`src/rtl/pll_div_search.sv`:
```
module pll_div_search #(
  parameter int FW       = 32,
  parameter int N_MIN    = 2,
  parameter int N_MAX    = 6,
  parameter int B_MIN    = 2,
  parameter int B_MAX    = 6,
  parameter int M_MIN    = 1,
  parameter int M_MAX    = 1023,
  parameter int ERR_INIT = 1000000
) (
  input  logic                              clk,
  input  logic                              rst_n,
  input  logic                              start,
  input  logic [FW-1:0]                     fin_khz,
  input  logic [FW-1:0]                     fout_khz,
  output logic                              busy,
  output logic                              done,
  output logic                              err,
  output logic [$clog2(N_MAX+1)-1:0]        n_sel,
  output logic [$clog2(B_MAX+1)-1:0]        b_sel,
  output logic [$clog2(M_MAX+1)-1:0]        m_sel,
  output logic [$clog2(ERR_INIT+1)-1:0]     best_err
);
  localparam int NW = $clog2(N_MAX+1);
  localparam int BW = $clog2(B_MAX+1);
  localparam int MW = $clog2(M_MAX+1);
  localparam int EW = $clog2(ERR_INIT+1);
  localparam int PW = NW + BW;
  localparam int XW = (MW > PW + 1) ? MW : PW + 1;
  localparam int DW = FW + XW;
  localparam int CW = $clog2(DW);

  typedef enum logic [1:0] {S_IDLE, S_DIV1, S_DIV2} state_t;
  state_t state;

  logic [FW-1:0] fin_r, fout_r, dd, dr;
  logic [DW-1:0] dq;
  logic [CW-1:0] cnt;
  logic [NW-1:0] n_c, bn;
  logic [BW-1:0] b_c, bb;
  logic [MW-1:0] m_c, bm;
  logic [EW-1:0] bbest;
  logic          found;

  function automatic logic [DW-1:0] numer_m(input logic [NW-1:0] n, input logic [BW-1:0] b,
                                             input logic [FW-1:0] fo, input logic [FW-1:0] fi);
    return DW'(n) * DW'(b) * DW'(fo) + DW'(fi >> 1);
  endfunction

  logic [FW:0]   trial;
  logic          take;
  logic [FW-1:0] rem_nx;
  logic [DW-1:0] q_nx, delta;
  logic          last, m_ok, better, wrap_b, last_pair;
  logic [NW-1:0] n_nx;
  logic [BW-1:0] b_nx;

  assign trial     = {dr, dq[DW-1]};
  assign take      = trial >= {1'b0, dd};
  assign rem_nx    = FW'(take ? trial - {1'b0, dd} : trial);
  assign q_nx      = {dq[DW-2:0], take};
  assign last      = cnt == CW'(0);
  assign m_ok      = (q_nx >= DW'(M_MIN)) && (q_nx <= DW'(M_MAX));
  assign delta     = (q_nx >= DW'(fout_r)) ? q_nx - DW'(fout_r) : DW'(fout_r) - q_nx;
  assign better    = delta < DW'(bbest);
  assign wrap_b    = b_c == BW'(B_MAX);
  assign last_pair = wrap_b && (n_c == NW'(N_MAX));
  assign n_nx      = wrap_b ? n_c + NW'(1) : n_c;
  assign b_nx      = wrap_b ? BW'(B_MIN) : b_c + BW'(1);
  assign busy      = state != S_IDLE;

  logic          fin_now, adv, load2, upd;
  logic [NW-1:0] res_n;
  logic [BW-1:0] res_b;
  logic [MW-1:0] res_m;
  logic [EW-1:0] res_e;
  logic          res_ok;

  always_comb begin
    fin_now = 1'b0;
    adv     = 1'b0;
    load2   = 1'b0;
    upd     = 1'b0;
    if (state == S_DIV1 && last) begin
      if (m_ok)           load2   = 1'b1;
      else if (last_pair) fin_now = 1'b1;
      else                adv     = 1'b1;
    end else if (state == S_DIV2 && last) begin
      upd = better;
      if (delta == DW'(0) || last_pair) fin_now = 1'b1;
      else                              adv     = 1'b1;
    end
    res_n  = upd ? n_c : bn;
    res_b  = upd ? b_c : bb;
    res_m  = upd ? m_c : bm;
    res_e  = upd ? EW'(delta) : bbest;
    res_ok = upd | found;
  end

  always_ff @(posedge clk or negedge rst_n) begin
    if (!rst_n) begin
      state    <= S_IDLE;
      fin_r    <= '0;
      fout_r   <= '0;
      dd       <= '0;
      dr       <= '0;
      dq       <= '0;
      cnt      <= '0;
      n_c      <= '0;
      b_c      <= '0;
      m_c      <= '0;
      bn       <= '0;
      bb       <= '0;
      bm       <= '0;
      bbest    <= '0;
      found    <= 1'b0;
      done     <= 1'b0;
      err      <= 1'b0;
      n_sel    <= '0;
      b_sel    <= '0;
      m_sel    <= '0;
      best_err <= '0;
    end else begin
      done <= 1'b0;
      if (state == S_IDLE) begin
        if (start) begin
          if (fin_khz == '0 || fout_khz == '0) begin
            done     <= 1'b1;
            err      <= 1'b1;
            n_sel    <= '0;
            b_sel    <= '0;
            m_sel    <= '0;
            best_err <= EW'(ERR_INIT);
          end else begin
            fin_r  <= fin_khz;
            fout_r <= fout_khz;
            n_c    <= NW'(N_MIN);
            b_c    <= BW'(B_MIN);
            bn     <= '0;
            bb     <= '0;
            bm     <= '0;
            bbest  <= EW'(ERR_INIT);
            found  <= 1'b0;
            dq     <= numer_m(NW'(N_MIN), BW'(B_MIN), fout_khz, fin_khz);
            dr     <= '0;
            dd     <= fin_khz;
            cnt    <= CW'(DW-1);
            state  <= S_DIV1;
          end
        end
      end else begin
        dq  <= q_nx;
        dr  <= rem_nx;
        cnt <= cnt - CW'(1);
        if (upd) begin
          bn    <= n_c;
          bb    <= b_c;
          bm    <= m_c;
          bbest <= EW'(delta);
          found <= 1'b1;
        end
        if (load2) begin
          m_c   <= q_nx[MW-1:0];
          dq    <= DW'(fin_r) * DW'(q_nx[MW-1:0]);
          dr    <= '0;
          dd    <= FW'(n_c) * FW'(b_c);
          cnt   <= CW'(DW-1);
          state <= S_DIV2;
        end
        if (adv) begin
          n_c   <= n_nx;
          b_c   <= b_nx;
          dq    <= numer_m(n_nx, b_nx, fout_r, fin_r);
          dr    <= '0;
          dd    <= fin_r;
          cnt   <= CW'(DW-1);
          state <= S_DIV1;
        end
        if (fin_now) begin
          state    <= S_IDLE;
          done     <= 1'b1;
          err      <= !res_ok;
          n_sel    <= res_ok ? res_n : '0;
          b_sel    <= res_ok ? res_b : '0;
          m_sel    <= res_ok ? res_m : '0;
          best_err <= res_ok ? res_e : EW'(ERR_INIT);
        end
      end
    end
  end
endmodule

```
`config.mk`:
```
export PLATFORM = sky130hd
export DESIGN_NAME = pll_div_search
export DESIGN_NICKNAME = d
export VERILOG_FILES = /design/src/rtl/pll_div_search.sv
export SDC_FILE = /design/constraint.sdc
export NUM_CORES = 2
export LEC_CHECK = 0
export BUFFER_PORTS_ARGS = -buffer_cell sky130_fd_sc_hd__buf_2
export CORE_MARGIN = 4
export CORE_UTILIZATION = 45
export CTS_CLUSTER_DIAMETER = 200
export DETAILED_ROUTE_END_ITERATION = 8
export PLACE_DENSITY_LB_ADDON = 0.05
export SLEW_MARGIN = 20
export SYNTH_ARGS = -nofsm -noshare
export SYNTH_HDL_FRONTEND = slang
export SYNTH_SLANG_ARGS = --single-unit
```
`constraint.sdc`:
```
create_clock -name clk -period 12.9 [get_ports clk]
set_clock_uncertainty 0.2 [all_clocks]
set_input_delay 2.58 -clock clk [delete_from_list [all_inputs] [get_ports clk]]
set_output_delay 2.58 -clock clk [all_outputs]
set_load 0.02 [all_outputs]
```
Word level (Yosys, flattened, before mapping)

Cells that the tools add are included.

Logic and storage cells: 168
Output and inout bits: 39
Flip-flop bits (word level): 269
Input bits: 67

Reductions and logical operators: 26
Equality and inequality tests: 7
Magnitude comparators: 5
$add $sub $neg: 8
Mux-type cells: 94
Bitwise operators: 3
$mul: 4

Operator list:

| kind                 | number |
|---|---|
| $mux 32              | 11 |
| $mux 42              | 6 |
| $mux 20              | 9 |
| $mux 10              | 9 |
| $mux 3               | 22 |
| $logic_not 32->1     | 2 |
| $ge 42x1->1 const B  | 1 |
| $ge 42x32->1         | 1 |
| $le 42x10->1 const B | 1 |
| $logic_not 42->1     | 1 |
| $lt 42x20->1         | 1 |
| $mul 32x10->42       | 1 |
| $sub 32x42->42       | 1 |
| $sub 42x32->42       | 1 |
| $add 38x31->39       | 1 |
| $mul 6x32->38        | 1 |
| $add 34x31->35       | 1 |
| $ge 33x32->1         | 1 |
| $sub 32x32->32       | 1 |
| $mux 6               | 5 |
| $mux 1               | 26 |
| $reduce_and 3->1     | 6 |
| $mul 3x3->6          | 2 |
| $mux 2               | 6 |
| other kinds (18)     | 30 |

Longest topological paths before layout

Depth in word-level cells: 11
Depth in mapped cells: 42
Mapped depth without buffers: 36

Worst setup path after synthesis

Ideal clock, no wire load.

Path type: register -> register
Start point: reg b_c[0]
End point: reg dq[37]
Stages on the path, launching flop included: 37
Setup time: 126 ps
Clock period less this slack: 8923 ps
Path buffers: 3
Arrival time: 8597 ps
Slack: 3977 ps
Required time: 12574 ps
Cells stage by stage: dfrtp_1 clkbuf_1 inv_1 ha_1 and2_1 clkbuf_1 nor2_1 o21ai_0 o21ai_0 ha_1 ha_1 a21o_1 a21oi_1 clkbuf_1 nor2_1 fa_1 inv_1 fa_1 inv_1 fa_1 inv_1 fa_1 inv_1 ha_1 a21o_1 a21o_1 a21o_1 a2111oi_0 nor3b_1 o31a_1 a2111oi_0 nor3_1 nor4_1 o21bai_1 a21oi_1 xnor2_1 a221o_1

Word-level cells in the longest chain between the ends: 8
Elaborated cells on any way between the ends: 16
Classes of those cells: 2 x add/sub; 2 x mul; 1 x eq/ne; 9 x mux; 2 x reduce/logical

RTL lines:

| element                                                                | RTL line | source |
|---|---|---|
| from (decl)                                                            | 40       | `logic [BW-1:0] b_c, bb;` |
| from (signal assigned)                                                 | 138      | `b_c <= BW'(B_MIN);` |
| from (signal assigned)                                                 | 172      | `b_c <= b_nx;` |
| parallel branches: the longest is 6 deep, another holds $add 38x31->39 | -        |  |
| $mux 42 (*)                                                            | 170      | `if (adv) begin` |
| $mux 42 (*)                                                            | 125      | `if (state == S_IDLE) begin` |
| to (signal assigned)                                                   | 144      | `dq <= numer_m(NW'(N_MIN), BW'(B_MIN), fout_khz, fin_khz);` |
| to (signal assigned)                                                   | 164      | `dq <= DW'(fin_r) * DW'(q_nx[MW-1:0]);` |
| to (signal assigned)                                                   | 173      | `dq <= numer_m(n_nx, b_nx, fout_r, fin_r);` |
| to (decl)                                                              | 37       | `logic [DW-1:0] dq;` |

Every way passes the cells marked *.
A chain may end at the register's enable or synchronous reset.

Worst setup path in the final report

Ends and elaborated chain as after synthesis.

==> qor.txt <==
ROUTING
---------------------------------------------------------------------------------
Final routed wirelength across all metal layers                            127 mm
Remaining antenna violation count                                               0
DR iter-0 viols                                                              2170
Drt first pass iters                                                            8
Vias per std cell                                                            5.79
Total DRC errors in the routed layout                                           0
Detail-routed net length per standard cell                           23.1 microns
Vias after detailed routing                                                 32000

GRT
---------------------------------------------------------------------------------
Global-route wire length before repair                                     199 mm
Number of antenna violations at the first check in global routing               3
Maximum number of pins on one net before global-route repair                   84
Total grt overflow                                                              0
Vias in the first global route                                              32200
All-layer global routing usage                                              29.6%

CELLS AND AREA
---------------------------------------------------------------------------------
Commonest non-fill, non-tap cell in the layout                              inv_1
Syn-to-layout area delta                                                    6.81%
Final #Nets                                                                  5191
Share of post-route cells with drive strength above 1                       7.25%
Number of diodes                                                                0
Commonest cells after routing, fill and taps aside                   inv_1 (621), nand2_1 (568), fa_1 (395)
Post-route cell area                                                 0.0396 sq mm

YOSYS
---------------------------------------------------------------------------------
Sequential element share of the synthesized area                            18.2%
Adder-cell share of the synthesized area                                    31.4%
Synth Area in Simple Gates                                                  16.5%
Area share of the leading cell type in the synthesized netlist              21.3%
Net Count, Synth                                                             5222
Number of storage elements in the synthesis netlist                           269
Largest family of logic cells by synthesized area                     adder cells
FFs w/ async S/R, synth                                                      100%
Complex-gate fraction of the synthesized area                               19.1%
Yosys warning total                                                             0
Most frequently used flop master after synthesis                          dfrtp_1
Synthesized instance count                                                   4462
Largest area contributor in the netlist                                      fa_1
Xor and xnor area share after synthesis                                     3.33%
Post-Syn Area                                                        0.0370 sq mm
Synth top area cells                                                 fa_1 (21%), dfrtp_1 (18%), ha_1 (10%)
Number of enable flip-flop cells after synthesis                                0
Number of unique standard cell types used by synthesis                         96
Syn Area/Cell                                                          8.30 sq um
Fraction of synthesized area in multiplexers                                2.39%

FLOW RUN
---------------------------------------------------------------------------------
Max-capacitance violation count                                                 0

TIMING
---------------------------------------------------------------------------------
Min cycle time layout                                                     9.87 ns
RSZ-0062 raised after global routing                                        false
Setup violation total in the final timing report                                0
Slew at the pin closest to its max-slew limit                             1.04 ns
Final Hold Vio Count                                                            0
Final setup TNS                                                              0 ns
Final cycle utilization of the critical path                                76.5%
Highest Clock Rate                                                      0.101 GHz
Relative slew slack                                                         30.5%
Slew Limit Fails                                                                0
Minimum setup slack in the final design                                   3.03 ns

WORST SETUP PATH
---------------------------------------------------------------------------------
Max incr delay on CP                                                      0.76 ns
Kind of end point of the critical path                                   register
Most common cell type on the critical path                                  inv_1
Required time at the worst-slack endpoint                                13.18 ns
Kind of start point of the critical path                                 register
Arrival @ worst endpoint                                                 10.15 ns
Highest fanout seen on the critical path                                       32
Classification of the worst setup path                                    reg2reg
Cell at the slowest stage of the critical path                          a2111oi_0

CTS
---------------------------------------------------------------------------------
Number of post-CTS setup repair buffers                                         0
Hold buffers post-CTS                                                           0
Source-to-sink clock delay at the later pin of the worst-skew pair        0.59 ns
Post-CTS resize count                                                           0
H-tree depth                                                                    2
CTS sink cnt                                                                  269
Buffer depth of the longest clock path                                          3
Clock buffers created by TritonCTS                                             37
Clock transition at the registers of the reported paths                   0.07 ns
Clk root buf                                                            clkbuf_16
CTS tree                                                                    built

RUN STATUS
---------------------------------------------------------------------------------
Outcome                                                              finished, final reports clean

FLOORPLAN
---------------------------------------------------------------------------------
DIE AREA                                                             0.0870 sq mm
DIE HEIGHT                                                            295 microns
Floorplan die width                                                   295 microns
Number of primary I/O pins                                                    106
Initial standard-cell utilization of the core                               45.7%
Number of cell rows                                                           104
Core Region                                                          0.0811 sq mm

PLACEMENT
---------------------------------------------------------------------------------
IO buf count                                                                  105
Cell area after placement                                            0.0384 sq mm
GPL Wtd Cong                                                                0.932
Setup Slack @ Placement                                                   3.05 ns
HPWL reported at the end of detailed placement                             102 mm

HOLD PATH
---------------------------------------------------------------------------------
Worst min-delay path class                                                reg2reg

## cells in the mapped netlist, drive strengths merged (23+ instances only)
cell	instances
a211oi	44
a21o	128
a21oi	298
a22oi	37
and2	59
and3	34
buf	58
clkbuf	163
dfrtp	269
fa	395
ha	298
inv	625
mux2	29
mux2i	56
nand2	569
nand2b	40
nand3	46
nand4	46
nor2	354
nor3	75
nor4	44
o21a	47
o21ai	238
o21bai	31
o2bb2ai	32
or3	23
xnor2	75
xor2	66
## stage by stage
step	instances	hold slack, ns	utilization, %
after global routing	5517	0.297	48.8
after global placement	5452	0.259	47.3
after floorplan	4462	0.250	-
final	5517	0.275	48.8
after CTS	5517	0.278	48.8
after detailed placement	5452	0.265	47.3
## routing by layer
layer  wire length [microns]  share of wire [%]  track usage, %  vias up
met5                      10             0.0079               0        -
met2                   56700                 45            46.3      970
met1                   58300                 46            42.8    15900
met4                    4000                3.1            8.45        2
li1                        -                  -               -    14900
met3                    8290                6.5            4.47      171
## final timing paths
| check | startpoint | end | slack [ns] | cells after the start |
|---|---|---|---|---|
| max in group asynchronous | rst_n | m_sel[4] | 8.49 | 3 |
| setup reg to reg | b_c[0] | dq[37] | 3.03 | 35 |
| min in group asynchronous | rst_n | fout_r[26] | 1.80 | 1 |
| hold reg to reg | bm[5] | bm[5] | 0.27 | 1 |
| setup / recovery | b_c[0] | dq[37] | 3.03 | 35 |
| hold / removal | bm[5] | bm[5] | 0.27 | 1 |
## state kept, by name, indices dropped and copies added (netlist names), 3 cells and up
name	cells
bn	3
best_err	20
cnt	6
dr	32
n_c	3
fin_r	32
m_sel	10
m_c	10
dq	42
bbest	20
dd	32
bb	3
b_c	3
n_sel	3
bm	10
b_sel	3
fout_r	32
## layout make-up
cell class	count	area (sq um)
fill	8050	41500
multi-input combinational	3344	27100
sequential	269	6730
inverter	627	2350
tap	1060	1330
clock buffer	50	1010
timing repair buffer	152	888
clock inverter	15	181
## worst max-delay path: cells and delay by family, from the launching register on
kind | cells | cell delay, ns
compound gates | 10 | 3.01
xor+xnor | 2 | 0.22
fa+ha+maj | 9 | 3.76
buf+inv | 8 | 0.74
flops | 1 | 0.53
simple gates | 6 | 1.30
## cell families after synthesis
group,count (synthesis)
AOI/OAI and AO/OA,1068
buffers and inverters,849
xor gates and xnor gates,141
adders and majority gates,693
and+or+nand+nor,1357
DFF,269
muxes,85
Power is left out: the tool's default activity adds up to more than one toggle a clock period on the data nets, which glitch-free logic cannot reach.
